### src/rtl/hb_rate_pkg.sv
package hb_rate_pkg;

    localparam int DIN_W    = 12;
    localparam int COEF_W   = 6;
    localparam int NTAPS    = 7;
    localparam int CENTRE   = (NTAPS - 1) / 2;
    localparam int NPAIR    = (NTAPS + 1) / 4;
    localparam int CENTRE_C = 16;
    localparam int SUM_GROW = 3;

    typedef enum logic [1:0] {
        RATE_EQUAL = 2'b00,
        RATE_UP    = 2'b01,
        RATE_DOWN  = 2'b10
    } rate_e;

    typedef struct packed {
        rate_e mode;
        logic  gain2;
        logic  tag;
        logic  run;
    } stage_ctl_t;

    // Non-zero off-centre coefficient for pair p (offset 2p+1 from centre)
    function automatic int pair_coef(input int p);
        return (p == 0) ? 9 : -1;
    endfunction

    function automatic rate_e decode_rate(input logic up_n, input logic dn_n,
                                          input logic unity_both_low);
        if (!up_n && dn_n)
            return RATE_UP;
        if (up_n && !dn_n)
            return RATE_DOWN;
        if (!up_n && !dn_n && unity_both_low)
            return RATE_UP;
        return RATE_EQUAL;
    endfunction

endpackage

### src/rtl/hb_phase_track.sv
module hb_phase_track (
    input  logic clk,
    input  logic rst,
    input  logic sync_in,
    output logic slot_now
);
    logic sync_q;
    logic slot_q;
    logic anchor;

    assign anchor   = sync_q && !sync_in;
    assign slot_now = anchor ? 1'b1 : !slot_q;

    always_ff @(posedge clk) begin
        if (rst) begin
            sync_q <= 1'b0;
            slot_q <= 1'b0;
        end else begin
            sync_q <= sync_in;
            slot_q <= slot_now;
        end
    end


    sync_slot_chk: assert property (@(posedge clk) disable iff (rst)
        ($past(sync_in) && !sync_in && !$past(rst)) |-> slot_now);


    slot_alt_chk: assert property (@(posedge clk) disable iff (rst)
        (slot_now && !sync_in) |=> !slot_now);

endmodule

### src/rtl/hb_tap_line.sv
module hb_tap_line #(
    parameter int DW = 12,
    parameter int NT = 7
) (
    input  logic                   clk,
    input  logic                   rst,
    input  logic [DW-1:0]          din,
    input  logic                   stuff_zero,
    output logic [NT-1:0][DW-1:0]  taps
);
    always_ff @(posedge clk) begin
        if (rst)
            taps[0] <= '0;
        else
            taps[0] <= stuff_zero ? '0 : din;
    end

    for (genvar k = 1; k < NT; k++) begin : g_shift
        always_ff @(posedge clk) begin
            if (rst)
                taps[k] <= '0;
            else
                taps[k] <= taps[k-1];
        end
    end

endmodule

### src/rtl/hb_symm_mac.sv
module hb_symm_mac
    import hb_rate_pkg::*;
#(
    parameter int DW = 12,
    parameter int AW = 22,
    parameter int NT = 7
) (
    input  logic [NT-1:0][DW-1:0] taps,
    output logic signed [AW-1:0]  sum
);
    localparam int CTR = (NT - 1) / 2;
    localparam int NP  = (NT + 1) / 4;

    function automatic logic signed [AW-1:0] widen(input logic [DW-1:0] x);
        return {{(AW-DW){x[DW-1]}}, x};
    endfunction

    logic signed [AW-1:0] prod [NP];
    logic signed [AW-1:0] centre_prod;

    for (genvar p = 0; p < NP; p++) begin : g_pair
        localparam int OFS = 2 * p + 1;
        logic signed [AW-1:0] pre;
        assign pre     = widen(taps[CTR-OFS]) + widen(taps[CTR+OFS]);
        assign prod[p] = pre * AW'(pair_coef(p));
    end

    assign centre_prod = widen(taps[CTR]) * AW'(CENTRE_C);

    always_comb begin
        sum = centre_prod;
        for (int p = 0; p < NP; p++)
            sum = sum + prod[p];
    end

endmodule

### src/rtl/hb_rate_filter.sv
module hb_rate_filter
    import hb_rate_pkg::*;
#(
    parameter int DIN_W          = hb_rate_pkg::DIN_W,
    parameter int ACC_W          = DIN_W + hb_rate_pkg::COEF_W + hb_rate_pkg::SUM_GROW + 1,
    parameter bit UNITY_BOTH_LOW = 1'b0
) (
    input  logic                    clk,
    input  logic                    rst,
    input  logic                    up_sel_n,
    input  logic                    down_sel_n,
    input  logic                    sync_in,
    input  logic [DIN_W-1:0]        din,
    output logic signed [ACC_W-1:0] acc_out,
    output logic                    acc_valid
);
    localparam int NT = hb_rate_pkg::NTAPS;

    rate_e                     mode_c;
    logic                      gain2_c;
    logic                      slot_now;
    logic                      stuff_zero;
    stage_ctl_t                ctl1;
    logic [NT-1:0][DIN_W-1:0]  taps;
    logic signed [ACC_W-1:0]   mac_sum;
    logic                      publish;

    assign mode_c     = decode_rate(up_sel_n, down_sel_n, UNITY_BOTH_LOW);
    assign gain2_c    = UNITY_BOTH_LOW && !up_sel_n && !down_sel_n;
    assign stuff_zero = (mode_c == RATE_UP) && !slot_now;

    hb_phase_track u_phase (
        .clk      (clk),
        .rst      (rst),
        .sync_in  (sync_in),
        .slot_now (slot_now)
    );

    hb_tap_line #(.DW(DIN_W), .NT(NT)) u_line (
        .clk        (clk),
        .rst        (rst),
        .din        (din),
        .stuff_zero (stuff_zero),
        .taps       (taps)
    );

    hb_symm_mac #(.DW(DIN_W), .AW(ACC_W), .NT(NT)) u_mac (
        .taps (taps),
        .sum  (mac_sum)
    );

    always_ff @(posedge clk) begin
        if (rst) begin
            ctl1 <= '0;
        end else begin
            ctl1.mode  <= mode_c;
            ctl1.gain2 <= gain2_c;
            ctl1.tag   <= (mode_c == RATE_DOWN) ? slot_now : 1'b1;
            ctl1.run   <= 1'b1;
        end
    end

    assign publish = ctl1.run && ctl1.tag;

    always_ff @(posedge clk) begin
        if (rst) begin
            acc_out   <= '0;
            acc_valid <= 1'b0;
        end else begin
            acc_valid <= publish;
            if (publish)
                acc_out <= ctl1.gain2 ? (mac_sum <<< 1) : mac_sum;
        end
    end


    stuff_zero_chk: assert property (@(posedge clk) disable iff (rst)
        stuff_zero |=> (taps[0] == '0));


    every_cycle_valid_chk: assert property (@(posedge clk) disable iff (rst)
        (ctl1.run && ctl1.mode != RATE_DOWN) |=> acc_valid);


    decim_hold_chk: assert property (@(posedge clk) disable iff (rst)
        (!acc_valid && !$past(rst)) |-> $stable(acc_out));

endmodule

### config.mk
export PLATFORM = sky130hd
export DESIGN_NAME = hb_rate_filter
export DESIGN_NICKNAME = d
export VERILOG_FILES = /design/src/rtl/hb_rate_pkg.sv /design/src/rtl/hb_phase_track.sv /design/src/rtl/hb_tap_line.sv /design/src/rtl/hb_symm_mac.sv /design/src/rtl/hb_rate_filter.sv
export SDC_FILE = /design/constraint.sdc
export NUM_CORES = 1
export LEC_CHECK = 0
export BUFFER_PORTS_ARGS = -buffer_cell sky130_fd_sc_hd__buf_4
export CAP_MARGIN = 40
export CORE_MARGIN = 3
export CORE_UTILIZATION = 36
export CTS_CLUSTER_DIAMETER = 60
export CTS_CLUSTER_SIZE = 10
export DETAILED_ROUTE_END_ITERATION = 16
export GPL_ROUTABILITY_DRIVEN = 0
export SETUP_SLACK_MARGIN = 0.05
export SYNTH_ARGS = -nofsm -noshare
export SYNTH_HDL_FRONTEND = slang
export SYNTH_SLANG_ARGS = --single-unit
export TNS_END_PERCENT = 50
### constraint.sdc
create_clock -name clk -period 4.6 [get_ports clk]
set_input_delay 0.46 -clock clk [delete_from_list [all_inputs] [get_ports clk]]
set_output_delay 0.46 -clock clk [all_outputs]
set_load 0.03 [all_outputs]
==> run_results.csv <==
group,metric,value,unit
routing,drtIter0Drc,177,
floorplan,initial_core_util,0.373,
sta,fmax,0.193,GHz
yosys,synth_top_family_by_area,"adder cells",
setup_path,r2r_end,"acc_out[16]",
global_routing,antenna_found_initial,0,
sta,worst_slack,-0.577,ns
clock_tree,cts_tree,"done",
cells_and_area,n_antenna_cell,0,
routing,wirelength,14000,um
floorplan,die-area,19000,um2
sta,hold_slack,0.298,ns
setup_path,r2r_cells,23,
routing,firstDrtPassIters,4,
global_routing,grt_max_degree,60,
setup_path,r2r-start,"u_line.taps[1]",
setup_path,reg2reg_slack,-0.58,ns
yosys,synth.avg_cell_area,9.22,um2
sta,worst_pin_slew,0.840,ns
clock_tree,cts_hold_buf,0,
sta,rsz0062_at_grt,"yes",
floorplan,die_h,138,um
sta,setup_viol_count_final,13,
placed_design,dp_hpwl,10500,um
cells_and_area,syn_to_final_growth,36.5,%
clock_tree,clk_pin_slew,0.08,ns
floorplan,die_w,138,um
sta,slew_viol_final,0,
clock_tree,cts_buffers,9,
sta,hold_viol,0,
power_and_ir_drop,power_density,311,nW/um2
setup_path,cp-endpoint,"acc_out[16]",
yosys,synth_async_sr_flop_share,0,
yosys,netlist_area,6270,um2
setup_path,end_kind,"flip-flop",
cells_and_area,drive_above_1_share,0.324,
global_routing,grt_pass1_wl,22700,um
min_path,hold_class,"input pin to flip-flop",
power_and_ir_drop,switching_share,0.318,
routing,route.vias.total,4883,
sta,finClkSkew,0.0121,ns
yosys,yosys_warnings,0,
power_and_ir_drop,p_int,1.82,mW
yosys,synth_top_flop_cell,"dfxtp_1",
yosys,synth_cells,680,
clock_tree,h-tree-depth,3,
routing,postRouteAntennaNets,0,
setup_path,path_class,"flip-flop to flip-flop",
yosys,synth_edf_count,0,
floorplan,design.core.area,16800,um2
sta,min_period,5.18,ns
setup_path,startpoint_type,"flip-flop",
routing,post_drt_via_cell_ratio,4.70,
global_routing,grtUsageTotal,0.151,
cells_and_area,final_cell_mix,"buf_4, dfxtp_1, inv_1, nor2b_1, ha_1",
outcome,status,"finished, violations left",
power_and_ir_drop,power,2.66,mW
yosys,synth-xor-area-share,0.0580,
power_and_ir_drop,p_leak,3.94,nW
flow_run,cap_violations,0,
floorplan,io_pins,40,
yosys,synth_compound_area_frac,0.135,
yosys,synthSimpleGateAreaFrac,0.156,
sta,post-route-period-util,1.13,
global_routing,overflow,0,
setup_path,path_max_fanout,3,
power_and_ir_drop,ir_drop,0.289,mV
clock_tree,clockBufferDepth,2,
sta,relSlewSlack,0.438,
clock_tree,root_buffer,"clkbuf_16",
yosys,muxShareOfSynthArea,0.00160,
setup_path,worstPathRequired,4.91,ns
routing,wl_per_cell,13.5,um
power_and_ir_drop,switching_power,0.845,mW
cells_and_area,mostFrequentLayoutCell,"buf_4",
clock_tree,clk_latency,0.36,ns
power_and_ir_drop,seqPwrFrac,0.385,
cells_and_area,fin_nets,931,
placed_design,portBuffers,39,
outcome,violations,"setup timing",
min_path,min_from,"din[4]",
sta,setup_tns,-5.34,ns
power_and_ir_drop,p_comb_frac,0.334,
yosys,yosysSeqAreaShare,0.354,
setup_path,cp.arrival,5.48,ns
clock_tree,cts.sink_count,111,
yosys,synth_fa_ha_area_frac,0.231,
power_and_ir_drop,clkPwrFrac,0.280,
floorplan,row_count,47,
global_routing,grt_pass1_vias,4856,
setup_path,startpoint,"u_line.taps[1]",
routing,post-route-drc-count,0,
yosys,synth_nets,797,
yosys,ys_seq_elements,111,
yosys,synth_cell_types,52,
==> state kept, by name (all words and copies together) (netlist names) <==
signal and cells:
acc_out 22, ctl1 2, acc_valid 1, u_phase.slot_q 1, u_phase.sync_q 1, u_line.taps 84
==> routing by layer <==
layer | vias to the layer above | part of all wire | GRT usage | wire length [um]
met3 | 13 | 0.033 | 0.0308 | 464
met2 | 75 | 0.47 | 0.247 | 6530
met1 | 2289 | 0.49 | 0.202 | 6780
met4 | 0 | 0.013 | 0.0456 | 185
li1 | 2506 | - | - | -
met5 | - | 0 | 0 | 0
==> cell type report <==
type	instances	area, um2
inverters	87	329
clock buffers	9	225
repair buffers	144	1120
multi-input cells	461	4330
fillers	1515	8260
flip-flops and latches	111	2230
clock inverters	6	55.1
well taps	220	275
==> logic make-up (layout without fill, tap and decap cells) <==
family | count (synthesis) | count (layout)
flops | 111 | 111
buf+inv | 108 | 246
xor+xnor | 40 | 40
mux | 1 | 1
compound gates | 131 | 131
fa+ha+maj | 100 | 100
simple gates | 189 | 189
==> worst min-delay path by stage <==
stage                                  to  cells past startpoint
after floorplan           u_line.taps[24]                      1
after global placement    u_line.taps[76]                      1
after detailed placement  u_line.taps[35]                      1
after CTS                  u_line.taps[4]                      2
after global routing       u_line.taps[3]                      2
final                      u_line.taps[4]                      2
==> per-stage QoR <==
stage          area [um2]  cells  setup slack (ns)  utilization
5_1_grt              8560   1038            -0.771        0.509
4_1_cts              8130   1023            -0.550        0.483
2_1_floorplan        6510    680            -0.189            -
3_3_place_gp         7610   1002            -0.543        0.453
3_5_place_dp         7630   1003            -0.591        0.454
6_report             8560   1038            -0.577        0.509
==> synth_stat cells (10+ instances only) <==
master,number,share of area
dfxtp_1,111,0.35
inv_1,86,0.051
ha_1,74,0.15
nor2b_1,67,0.067
nand2_1,52,0.031
a21oi_1,43,0.034
nor2_1,31,0.019
fa_1,26,0.083
o21ai_0,23,0.018
xnor2_1,22,0.031
clkbuf_1,20,0.012
a21o_1,18,0.022
xor2_1,17,0.024
and2_1,13,0.013
a31oi_1,10,0.010
==> power by group through the flow <==
stage / Clock, mW / Combinational [mW] / Sequential, mW
floorplan: 0 / 0.464 / 1.08
global placement: 0 / 0.723 / 1.05
detailed placement: 0 / 0.733 / 1.05
CTS: 0.774 / 0.809 / 1.02
global route: 0.806 / 0.978 / 1.03
finish: 0.746 / 0.890 / 1.02
==> worst max-delay path, stage by stage, from the launching register on <==
cell	delay, ns
dfxtp_4	0.37
ha_4	0.20
a21o_1	0.20
a21oi_2	0.17
nor2b_2	0.08
o31ai_4	0.25
buf_4	0.18
nand2b_4	0.05
a21oi_4	0.16
xor2_2	0.26
ha_4	0.26
ha_4	0.24
xor2_1	0.14
ha_1	0.31
fa_1	0.48
ha_4	0.30
buf_6	0.10
nand4_1	0.09
a21oi_1	0.14
a221o_1	0.23
o221a_1	0.24
o21ai_2	0.07
or4_1	0.51
nand3_1	0.09
==> what timing repair did <==
item                       CTS  global route
pin swaps                   34            74
cloned                       0             0
hold endpoints to repair     0             0
gates resized for setup     35            62
setup buffers                5            16
setup endpoints to repair   13            15
Power figures use the tool's default switching activity.
